## src/rtl/bcd_sel_pkg.sv

```systemverilog
// Package: shared character layout, array geometry and the index-to-address helper.
// Assumes: characters use the 7-bit layout C,B,A,8,4,2,1 from MSB to LSB.
package bcd_sel_pkg;

    localparam int DIGITS    = 10;
    localparam int EVEN_GRPS = 5;
    localparam int THOUSANDS = 4;
    localparam int ODD_GRPS  = 2;
    localparam int Y_GRPS    = THOUSANDS * ODD_GRPS;
    localparam int X_LINES   = EVEN_GRPS * DIGITS;
    localparam int Y_LINES   = Y_GRPS * DIGITS;
    localparam int CHAR_W    = 7;

    typedef struct packed {
        logic chk;
        logic zb;
        logic za;
        logic b8;
        logic b4;
        logic b2;
        logic b1;
    } bcd_char_t;

    // Maps an X index and a Y index back to the linear decimal address.
    function automatic int unsigned sel_to_addr(input int unsigned xi, input int unsigned yi);
        int unsigned even_grp;
        int unsigned units;
        int unsigned y_grp;
        int unsigned tens;
        even_grp = xi / DIGITS;
        units    = xi % DIGITS;
        y_grp    = yi / DIGITS;
        tens     = yi % DIGITS;
        return (y_grp / ODD_GRPS) * 1000
             + (even_grp * 2 + (y_grp % ODD_GRPS)) * 100
             + tens * 10 + units;
    endfunction

endpackage

```

## src/rtl/bcd_digit_lines.sv

```systemverilog
// Module: turns one character into ten digit lines, each produced by a 3-input AND.
// Assumes: the AND terms are only exact for legal codes (0001..1010) with odd parity;
//          the legal output reports exactly that condition.
module bcd_digit_lines
    import bcd_sel_pkg::*;
#(
    parameter int N_LINES = DIGITS
) (
    input  bcd_char_t          ch,
    output logic [N_LINES-1:0] lines,
    output logic               legal
);

    logic       cp;
    logic [3:0] code;

    // Strips the zone bits out of the check bit, leaving a parity term for the digit alone.
    always_comb begin
        cp   = ch.chk ^ ch.za ^ ch.zb;
        code = {ch.b8, ch.b4, ch.b2, ch.b1};
    end

    // One 3-input AND per digit line; digit 0 is the 1010 code.
    always_comb begin
        lines    = '0;
        lines[0] =  ch.b8 &  ch.b2 & ~ch.b1;
        lines[1] = ~ch.b8 & ~ch.b4 & ~ch.b2;
        lines[2] = ~ch.b8 & ~ch.b4 & ~ch.b1;
        lines[3] =  ch.b2 &  ch.b1 &  cp;
        lines[4] =  ch.b4 & ~ch.b2 & ~ch.b1;
        lines[5] =  ch.b4 &  ch.b1 &  cp;
        lines[6] =  ch.b4 &  ch.b2 &  cp;
        lines[7] =  ch.b4 &  ch.b2 &  ch.b1;
        lines[8] =  ch.b8 & ~ch.b2 & ~ch.b1;
        lines[9] =  ch.b8 & ~ch.b2 &  ch.b1;
    end

    // Legal when the code is in 1..10 and the whole character has odd parity.
    always_comb begin
        legal = (code >= 4'd1) && (code <= 4'd10) && (^ch);
    end

    // A legal character must light exactly one digit line.
    always_comb begin
        if (legal) assert ($countones(lines) == 1) else $error("AST_DIGIT_ONEHOT");
    end

endmodule

```

## src/rtl/bcd_hundreds_split.sv

```systemverilog
// Module: splits the hundreds character into even-hundreds lines, odd lines and
//         thousands lines (from the zone bits).
// Assumes: the even-hundreds AND terms are only exact for legal codes; the legality
//          flag comes from a full digit decode of the same character.
module bcd_hundreds_split
    import bcd_sel_pkg::*;
#(
    parameter int N_EVEN = EVEN_GRPS,
    parameter int N_ODD  = ODD_GRPS,
    parameter int N_THOU = THOUSANDS
) (
    input  bcd_char_t         ch,
    output logic [N_EVEN-1:0] even_ln,
    output logic [N_ODD-1:0]  odd_ln,
    output logic [N_THOU-1:0] thou_ln,
    output logic              legal
);

    logic [DIGITS-1:0] dig_ln;

    bcd_digit_lines #(.N_LINES(DIGITS)) u_full (
        .ch    (ch),
        .lines (dig_ln),
        .legal (legal)
    );

    // Even-hundreds lines from bits 8,4,2 only; group 0 covers codes 1010 and 0001.
    always_comb begin
        even_ln    = '0;
        even_ln[0] = (~ch.b8 & ~ch.b4 & ~ch.b2) | (ch.b8 & ~ch.b4 & ch.b2);
        even_ln[1] = ~ch.b8 & ~ch.b4 &  ch.b2;
        even_ln[2] = ~ch.b8 &  ch.b4 & ~ch.b2;
        even_ln[3] = ~ch.b8 &  ch.b4 &  ch.b2;
        even_ln[4] =  ch.b8 & ~ch.b4 & ~ch.b2;
    end

    // The odd line comes from the low-order bit; the thousands lines decode zone B,A.
    always_comb begin
        odd_ln     = {ch.b1, ~ch.b1};
        thou_ln    = '0;
        thou_ln[0] = ~ch.zb & ~ch.za;
        thou_ln[1] = ~ch.zb &  ch.za;
        thou_ln[2] =  ch.zb & ~ch.za;
        thou_ln[3] =  ch.zb &  ch.za;
    end

    // The even group must agree with the pair of full digit lines it stands for.
    always_comb begin
        if (legal) begin
            for (int k = 0; k < N_EVEN; k++) begin
                assert (even_ln[k] == (dig_ln[2*k] | dig_ln[2*k+1]))
                    else $error("AST_EVEN_GROUP_MATCH");
            end
            assert (odd_ln[1] == (dig_ln[1] | dig_ln[3] | dig_ln[5] | dig_ln[7] | dig_ln[9]))
                else $error("AST_ODD_LINE_MATCH");
        end
        assert ($onehot(thou_ln)) else $error("AST_THOU_ONEHOT");
    end

endmodule

```

## src/rtl/bcd_sel_matrix.sv

```systemverilog
// Module: crosses two sets of lines into A_N*B_N outputs; output a*B_N+b is high when
//         line a, line b and the enable are all high.
// Assumes: each input set is one-hot or all zero.
module bcd_sel_matrix #(
    parameter int A_N   = 5,
    parameter int B_N   = 10,
    localparam int OUT_N = A_N * B_N
) (
    input  logic [A_N-1:0]   a_ln,
    input  logic [B_N-1:0]   b_ln,
    input  logic             en,
    output logic [OUT_N-1:0] out_ln
);

    // One crossing point per output line.
    for (genvar ia = 0; ia < A_N; ia++) begin : g_row
        for (genvar ib = 0; ib < B_N; ib++) begin : g_col
            assign out_ln[ia*B_N + ib] = en & a_ln[ia] & b_ln[ib];
        end
    end

    // With an enable and one-hot inputs, exactly one crossing point is active.
    always_comb begin
        if (en && $onehot(a_ln) && $onehot(b_ln))
            assert ($countones(out_ln) == 1) else $error("AST_CROSS_ONEHOT");
        if (!en)
            assert (out_ln == '0) else $error("AST_CROSS_QUIET");
    end

endmodule

```

## src/rtl/bcd_coincident_decoder.sv

```systemverilog
// Module: top level. Converts a three-character decimal address into one-hot X and Y
//         select vectors for a 4000-location coincident array, and flags bad input.
// Assumes: combinational use only; the caller registers the outputs if it needs to.
module bcd_coincident_decoder
    import bcd_sel_pkg::*;
(
    input  logic [CHAR_W-1:0]  hund_char,
    input  logic [CHAR_W-1:0]  tens_char,
    input  logic [CHAR_W-1:0]  unit_char,
    output logic [X_LINES-1:0] x_sel,
    output logic [Y_LINES-1:0] y_sel,
    output logic               addr_bad
);

    logic [DIGITS-1:0]    unit_ln;
    logic [DIGITS-1:0]    tens_ln;
    logic [EVEN_GRPS-1:0] even_ln;
    logic [ODD_GRPS-1:0]  odd_ln;
    logic [THOUSANDS-1:0] thou_ln;
    logic [Y_GRPS-1:0]    ygrp_ln;
    logic                 unit_ok;
    logic                 tens_ok;
    logic                 hund_ok;

    bcd_digit_lines #(.N_LINES(DIGITS)) u_units (
        .ch    (bcd_char_t'(unit_char)),
        .lines (unit_ln),
        .legal (unit_ok)
    );

    bcd_digit_lines #(.N_LINES(DIGITS)) u_tens (
        .ch    (bcd_char_t'(tens_char)),
        .lines (tens_ln),
        .legal (tens_ok)
    );

    bcd_hundreds_split #(.N_EVEN(EVEN_GRPS), .N_ODD(ODD_GRPS), .N_THOU(THOUSANDS)) u_hund (
        .ch      (bcd_char_t'(hund_char)),
        .even_ln (even_ln),
        .odd_ln  (odd_ln),
        .thou_ln (thou_ln),
        .legal   (hund_ok)
    );

    // Any malformed character blocks every select line.
    always_comb begin
        addr_bad = ~(unit_ok & tens_ok & hund_ok);
    end

    // Thousands crossed with odd hundreds gives the eight Y groups (index th*2+odd).
    bcd_sel_matrix #(.A_N(THOUSANDS), .B_N(ODD_GRPS)) u_ygrp (
        .a_ln   (thou_ln),
        .b_ln   (odd_ln),
        .en     (1'b1),
        .out_ln (ygrp_ln)
    );

    bcd_sel_matrix #(.A_N(EVEN_GRPS), .B_N(DIGITS)) u_xmat (
        .a_ln   (even_ln),
        .b_ln   (unit_ln),
        .en     (~addr_bad),
        .out_ln (x_sel)
    );

    bcd_sel_matrix #(.A_N(Y_GRPS), .B_N(DIGITS)) u_ymat (
        .a_ln   (ygrp_ln),
        .b_ln   (tens_ln),
        .en     (~addr_bad),
        .out_ln (y_sel)
    );

    // Port-level guarantees on the two select vectors.
    always_comb begin
        if (!addr_bad) begin
            assert ($countones(x_sel) == 1) else $error("AST_X_ONEHOT");
            assert ($countones(y_sel) == 1) else $error("AST_Y_ONEHOT");
        end else begin
            assert (x_sel == '0 && y_sel == '0) else $error("AST_BAD_QUIET");
        end
    end

endmodule

```

## config.mk

```make
export PLATFORM = sky130hd
export DESIGN_NAME = bcd_coincident_decoder
export DESIGN_NICKNAME = d
export VERILOG_FILES = /design/src/rtl/bcd_sel_pkg.sv /design/src/rtl/bcd_digit_lines.sv /design/src/rtl/bcd_hundreds_split.sv /design/src/rtl/bcd_sel_matrix.sv /design/src/rtl/bcd_coincident_decoder.sv
export SDC_FILE = /design/constraint.sdc
export NUM_CORES = 1
export LEC_CHECK = 0
export CORE_ASPECT_RATIO = 1.4
export CORE_MARGIN = 2
export CORE_UTILIZATION = 42
export DETAILED_ROUTE_END_ITERATION = 8
export GPL_ROUTABILITY_DRIVEN = 0
export PLACE_DENSITY = 0.94
export SLEW_MARGIN = 40
export SYNTH_ARGS = -nofsm -noshare
export SYNTH_HDL_FRONTEND = slang
export SYNTH_SLANG_ARGS = --single-unit
```

## constraint.sdc

```tcl
create_clock -name vclk -period 8.65
set_clock_uncertainty 0.2 [all_clocks]
set_input_delay 1.73 -clock vclk [all_inputs]
set_output_delay 1.73 -clock vclk [all_outputs]
set_load 0.02 [all_outputs]
```

Yosys cells after proc, flatten, opt, wreduce, memory -nomap -nowiden
Index checks and enable logic that the tools add are counted.

Memories: 0. ROM bits: 0. Output and inout bits: 131. Register bits: 0. Latch bits: 0. RAM bits: 0. Bits of input ports: 21.

Eq/ne operators: 0. Shift-type cells: 0. Mux-type cells: 0. Reductions and logical operators: 9. Divide/modulo/power cells: 0. $lt $le $gt $ge: 6. Multiply operators: 0. Bitwise logic cells: 220. Add/sub/neg operators: 0.

Operator list (number): AND 1 bit (200); parity 7 bit (3); NOT 1 bit (15); >= comparator 4 x 1 -> 1 bit (second input constant) (3); less-or-equal comparator 4 bit (second input constant) (3); logical AND 1 bit (6); XOR 1 bit (4); bitwise OR 1 bit (1).

Depth between registers and ports, before layout
Depth in word-level cells: 7. Mapped depth: 10. Gate-level depth less buffers: 6.

Cells and area by module
A second synthesis with hierarchy kept.

Cell total of the unflattened synthesis: 256. Area, all modules: 1756.7 um2.

By module, submodules not included: bcd_digit_lines (instances 3, seq. area each 0.0 um2, area each 236.5 um2, cells each 30); bcd_sel_matrix (u_ymat) (instances 1, seq. area each 0.0 um2, area each 553.0 um2, cells each 88); bcd_sel_matrix (u_xmat) (instances 1, seq. area each 0.0 um2, area each 350.3 um2, cells each 55); bcd_hundreds_split (instances 1, seq. area each 0.0 um2, area each 78.8 um2, cells each 12); bcd_sel_matrix (u_ygrp) (instances 1, seq. area each 0.0 um2, area each 50.0 um2, cells each 8); bcd_coincident_decoder (instances 1, seq. area each 0.0 um2, area each 15.0 um2, cells each 3).

Least setup slack after synthesis
No wires, ideal clock.

Path kind: input-to-output. From: input hund_char[1]. To: output x_sel[34]. Data arrival time: 4.119 ns. Stages: 10. Path slack: 2.601 ns. Cell sequence: buf_2 > inv_1 > ha_1 > xnor2_1 > xnor2_1 > or4_1 > clkbuf_1 > buf_6 > buf_6 > nor4_1.

Longest elaborated chain between the ends: 6.

Ends and longest elaborated chain: start: declaration (line bcd_coincident_decoder.sv:7) `input logic [CHAR_W-1:0] hund_char,`; >= comparator 4 x 1 -> 1 bit or less-or-equal comparator 4 bit (tied branches) (line bcd_digit_lines.sv:40) `legal = (code >= 4'd1) && (code <= 4'd10) && (^ch);`; logical AND 1 bit (2 in series) (line bcd_digit_lines.sv:40); AND 1 bit (line bcd_coincident_decoder.sv:47) `addr_bad = ~(unit_ok & tens_ok & hund_ok);`; AND 1 bit (*) (2 in series) (line bcd_sel_matrix.sv:18) `assign out_ln[ia*B_N + ib] = en & a_ln[ia] & b_ln[ib];`; end: declaration (line bcd_coincident_decoder.sv:10) `output logic [X_LINES-1:0] x_sel,`.

Every way passes the cells marked *; elsewhere a longest branch is shown, timed or not.

Worst setup path in the final report
From: input tens_char[2]. To: output y_sel[14].

Longest elaborated chain between the ends: 7.

Ends and longest elaborated chain: start: declaration (line bcd_coincident_decoder.sv:8) `input logic [CHAR_W-1:0] tens_char,`; >= comparator 4 x 1 -> 1 bit or less-or-equal comparator 4 bit (tied branches) (line bcd_digit_lines.sv:40); logical AND 1 bit (2 in series) (line bcd_digit_lines.sv:40); AND 1 bit (2 in series) (line bcd_coincident_decoder.sv:47); AND 1 bit (line bcd_sel_matrix.sv:18); AND 1 bit (*) (line bcd_sel_matrix.sv:18); end: declaration (line bcd_coincident_decoder.sv:11) `output logic [Y_LINES-1:0] y_sel,`.

Marked as above.

==> flow_metrics.py <==
metrics = {
    "logic_synthesis": {
        "synth_top_cell_by_area": "nor4_1",
        "ys_seq_area_share_pct": 0,
        "syn_inst": 388,
        "synthTopCellsByCount": "86 x nand2_1, 80 x nor4_1, 36 x nor3_1",
        "synthDistinctLibCells": 30,
        "yosys.cell_count.top_type": "nand2_1",
        "syn_area_um2": 2420,
        "synth_area_per_cell_um2": 6.24,
        "yosys_warnings": 0,
        "ys_top_cells_by_area": "nor4_1 21%, nand2_1 13%, nor4_2 13%",
        "synthDominantCellAreaShare_pct": 20.7,
        "synth_fp_nets": 433,
    },
    "route": {
        "wl_per_cell_um": 16.5,
        "drcViolationCount": 0,
        "drt_iter0_markers": 185,
        "wl_um": 9240,
        "postRouteAntennaNets": 0,
        "avgViaCountPerCell": 6.08,
        "firstDrtPassIters": 5,
        "num_vias": 3407,
    },
    "die": {
        "rows": 32,
        "ioPinCount": 152,
        "core_um2": 5530,
        "die_area_um2": 6390,
        "die_w_um": 68.2,
        "die_y_um": 93.8,
        "initial_core_util_pct": 43.8,
    },
    "finish": {
        "final-seq-area_um2": 0,
        "nClkBuffers": 0,
        "drive_gt1_share_pct": 7.93,
        "n_fill_cell": 480,
        "multiInputGateArea_um2": 2130,
        "fin_nets": 539,
        "nFlopsAndLatches": 0,
        "diodes": 0,
        "areaGrowthSynthToFinish_pct": 58.8,
    },
    "placed_design": {
        "dp_hpwl_um": 7020,
        "portBuffers": 152,
    },
    "worst_setup_path": {
        "crit_path_end": "y_sel[14]",
        "start_kind": "input pin",
        "critPathKind": "in2out",
        "cp_cell_sequence": "clkdlybuf4s50_1, inv_1, ha_1, a21oi_1, a21oi_1, or4_4, buf_12, buf_4, nor4_1, clkdlybuf4s50_1",
        "slowest_stage": "clkdlybuf4s50_1",
        "cp.arrival_ps": 5590,
        "cp_top_family": "buffers and inverters",
        "cp.depth": 10,
        "cp-startpoint": "tens_char[2]",
        "end_kind": "primary output",
        "crit_required_ps": 6720,
        "timing.critical_path.buf_inv": 5,
        "worstPathMaxFanout": 51,
        "slowest_delay_ps": 760,
    },
    "sta": {
        "rsz0062_at_grt": "false",
        "worst_slew_pin_slew_ps": 810,
        "drv_slew": 0,
        "setup_viol": 0,
        "max_slew_margin_pct": 45.6,
        "fmax_mhz": 133,
        "fin_tns_setup_ps": 0,
        "layout_min_cycle_time_ps": 7520,
        "finalHoldViolations": 0,
        "period_share_pct": 87.0,
    },
    "clock_network": {
        "cts_resized": 0,
        "post_cts_buffers": 0,
        "cts_hold_buf": 0,
    },
    "pwr": {
        "power.density_nw_per_um2": 51.5,
        "p_switching_w": 0.000152,
        "p_sw_share_pct": 76.7,
        "total_power_w": 0.000198,
        "peakVddDrop_uv": 73.2,
        "clkPwrFrac_pct": 0,
        "seq_power_share_pct": 0,
        "p_leak_nw": 1.02,
        "p_int_w": 0.0000462,
        "p_comb_share_pct": 100.0,
    },
    "grt": {
        "grt_pass1_vias": 3045,
        "grt_pass1_wl_um": 14100,
        "antenna_found_initial": 0,
        "grt_start_max_net_pins": 93,
        "grt-ovfl-total": 0,
        "grt.total_usage_pct": 27.3,
    },
    "flow_run": {
        "maxCapViolCount": 0,
    },
    "run_status": {
        "status": "complete, no violations",
    },
    "worst_hold_path": {
        "hp-class": "in2out",
    },
}
-- worst min-delay path, delay by kind of cell --
family	cells	cell delay [ps]
and+or+nand+nor	2	310
buffers and inverters	2	1010
-- cells by family (layout without fill, tap and decap cells) --
group                    count (synthesis)  after routing  share of synthesized area, %
multiplexers                             1              1                         0.465
AND/OR/NAND/NOR                        277            277                          66.2
XOR/XNOR                                 9              9                          4.71
AO/OA/AOI/OAI                           11             11                          2.38
adder cells (fa/ha/maj)                 24             24                          12.4
buffers and inverters                   66            170                          13.9
-- final cells by class --
type | instances | share of cell area, %
repair buffers | 156 | 40.9
well taps | 68 | 2.21
multi-input cells | 322 | 55.5
inverters | 14 | 1.37
-- power by group through the flow --
stage                     logic (W)  clock network [W]  registers, W
after floorplan            0.000173                  0             0
after global placement     0.000179                  0             0
after detailed placement   0.000189                  0             0
after CTS                  0.000188                  0             0
after global routing       0.000213                  0             0
final                      0.000198                  0             0
-- metal layers --
layer,part of all wire [%],wire [um],global-route usage [%]
met5,0,0,0
met4,5.1,470,12.8
met3,8.4,774,3.48
met2,50,4620,50.9
met1,37,3380,28.8
-- stage by stage --
step | instances | util [%] | area (um2) | hold slack (ps) | setup slack, ps
after global placement | 558 | 68.4 | 3780 | 4530 | 1210
final | 560 | 69.5 | 3840 | 4580 | 1130
after global routing | 560 | 69.5 | 3840 | 4610 | 910
after floorplan | 388 | - | 2420 | 3450 | 2600
after CTS | 558 | 68.8 | 3800 | 4560 | 1150
after detailed placement | 558 | 68.8 | 3800 | 4560 | 1140
-- cells in the final DEF (no fill, tap or decap), types with 5 or more instances in the layout --
| master | count |
|---|---|
| clkdlybuf4s50_1 | 152 |
| nand2_1 | 85 |
| nor4_1 | 80 |
| nor3_1 | 33 |
| nor4_2 | 25 |
| ha_1 | 24 |
| nand3_1 | 21 |
| inv_1 | 14 |
| nor2b_1 | 10 |
| o21ai_0 | 5 |
-- worst min-delay path by stage --
| stage | from | to | slack (ps) | cells past startpoint |
|---|---|---|---|---|
| floorplan | unit_char[1] | x_sel[41] | 3450 | 3 |
| global placement | hund_char[1] | x_sel[15] | 4530 | 4 |
| detailed placement | hund_char[1] | x_sel[15] | 4560 | 4 |
| CTS | unit_char[2] | x_sel[5] | 4560 | 4 |
| global route | unit_char[2] | x_sel[45] | 4610 | 4 |
| finish | unit_char[2] | x_sel[5] | 4580 | 4 |
(Power assumes the default switching activity.)
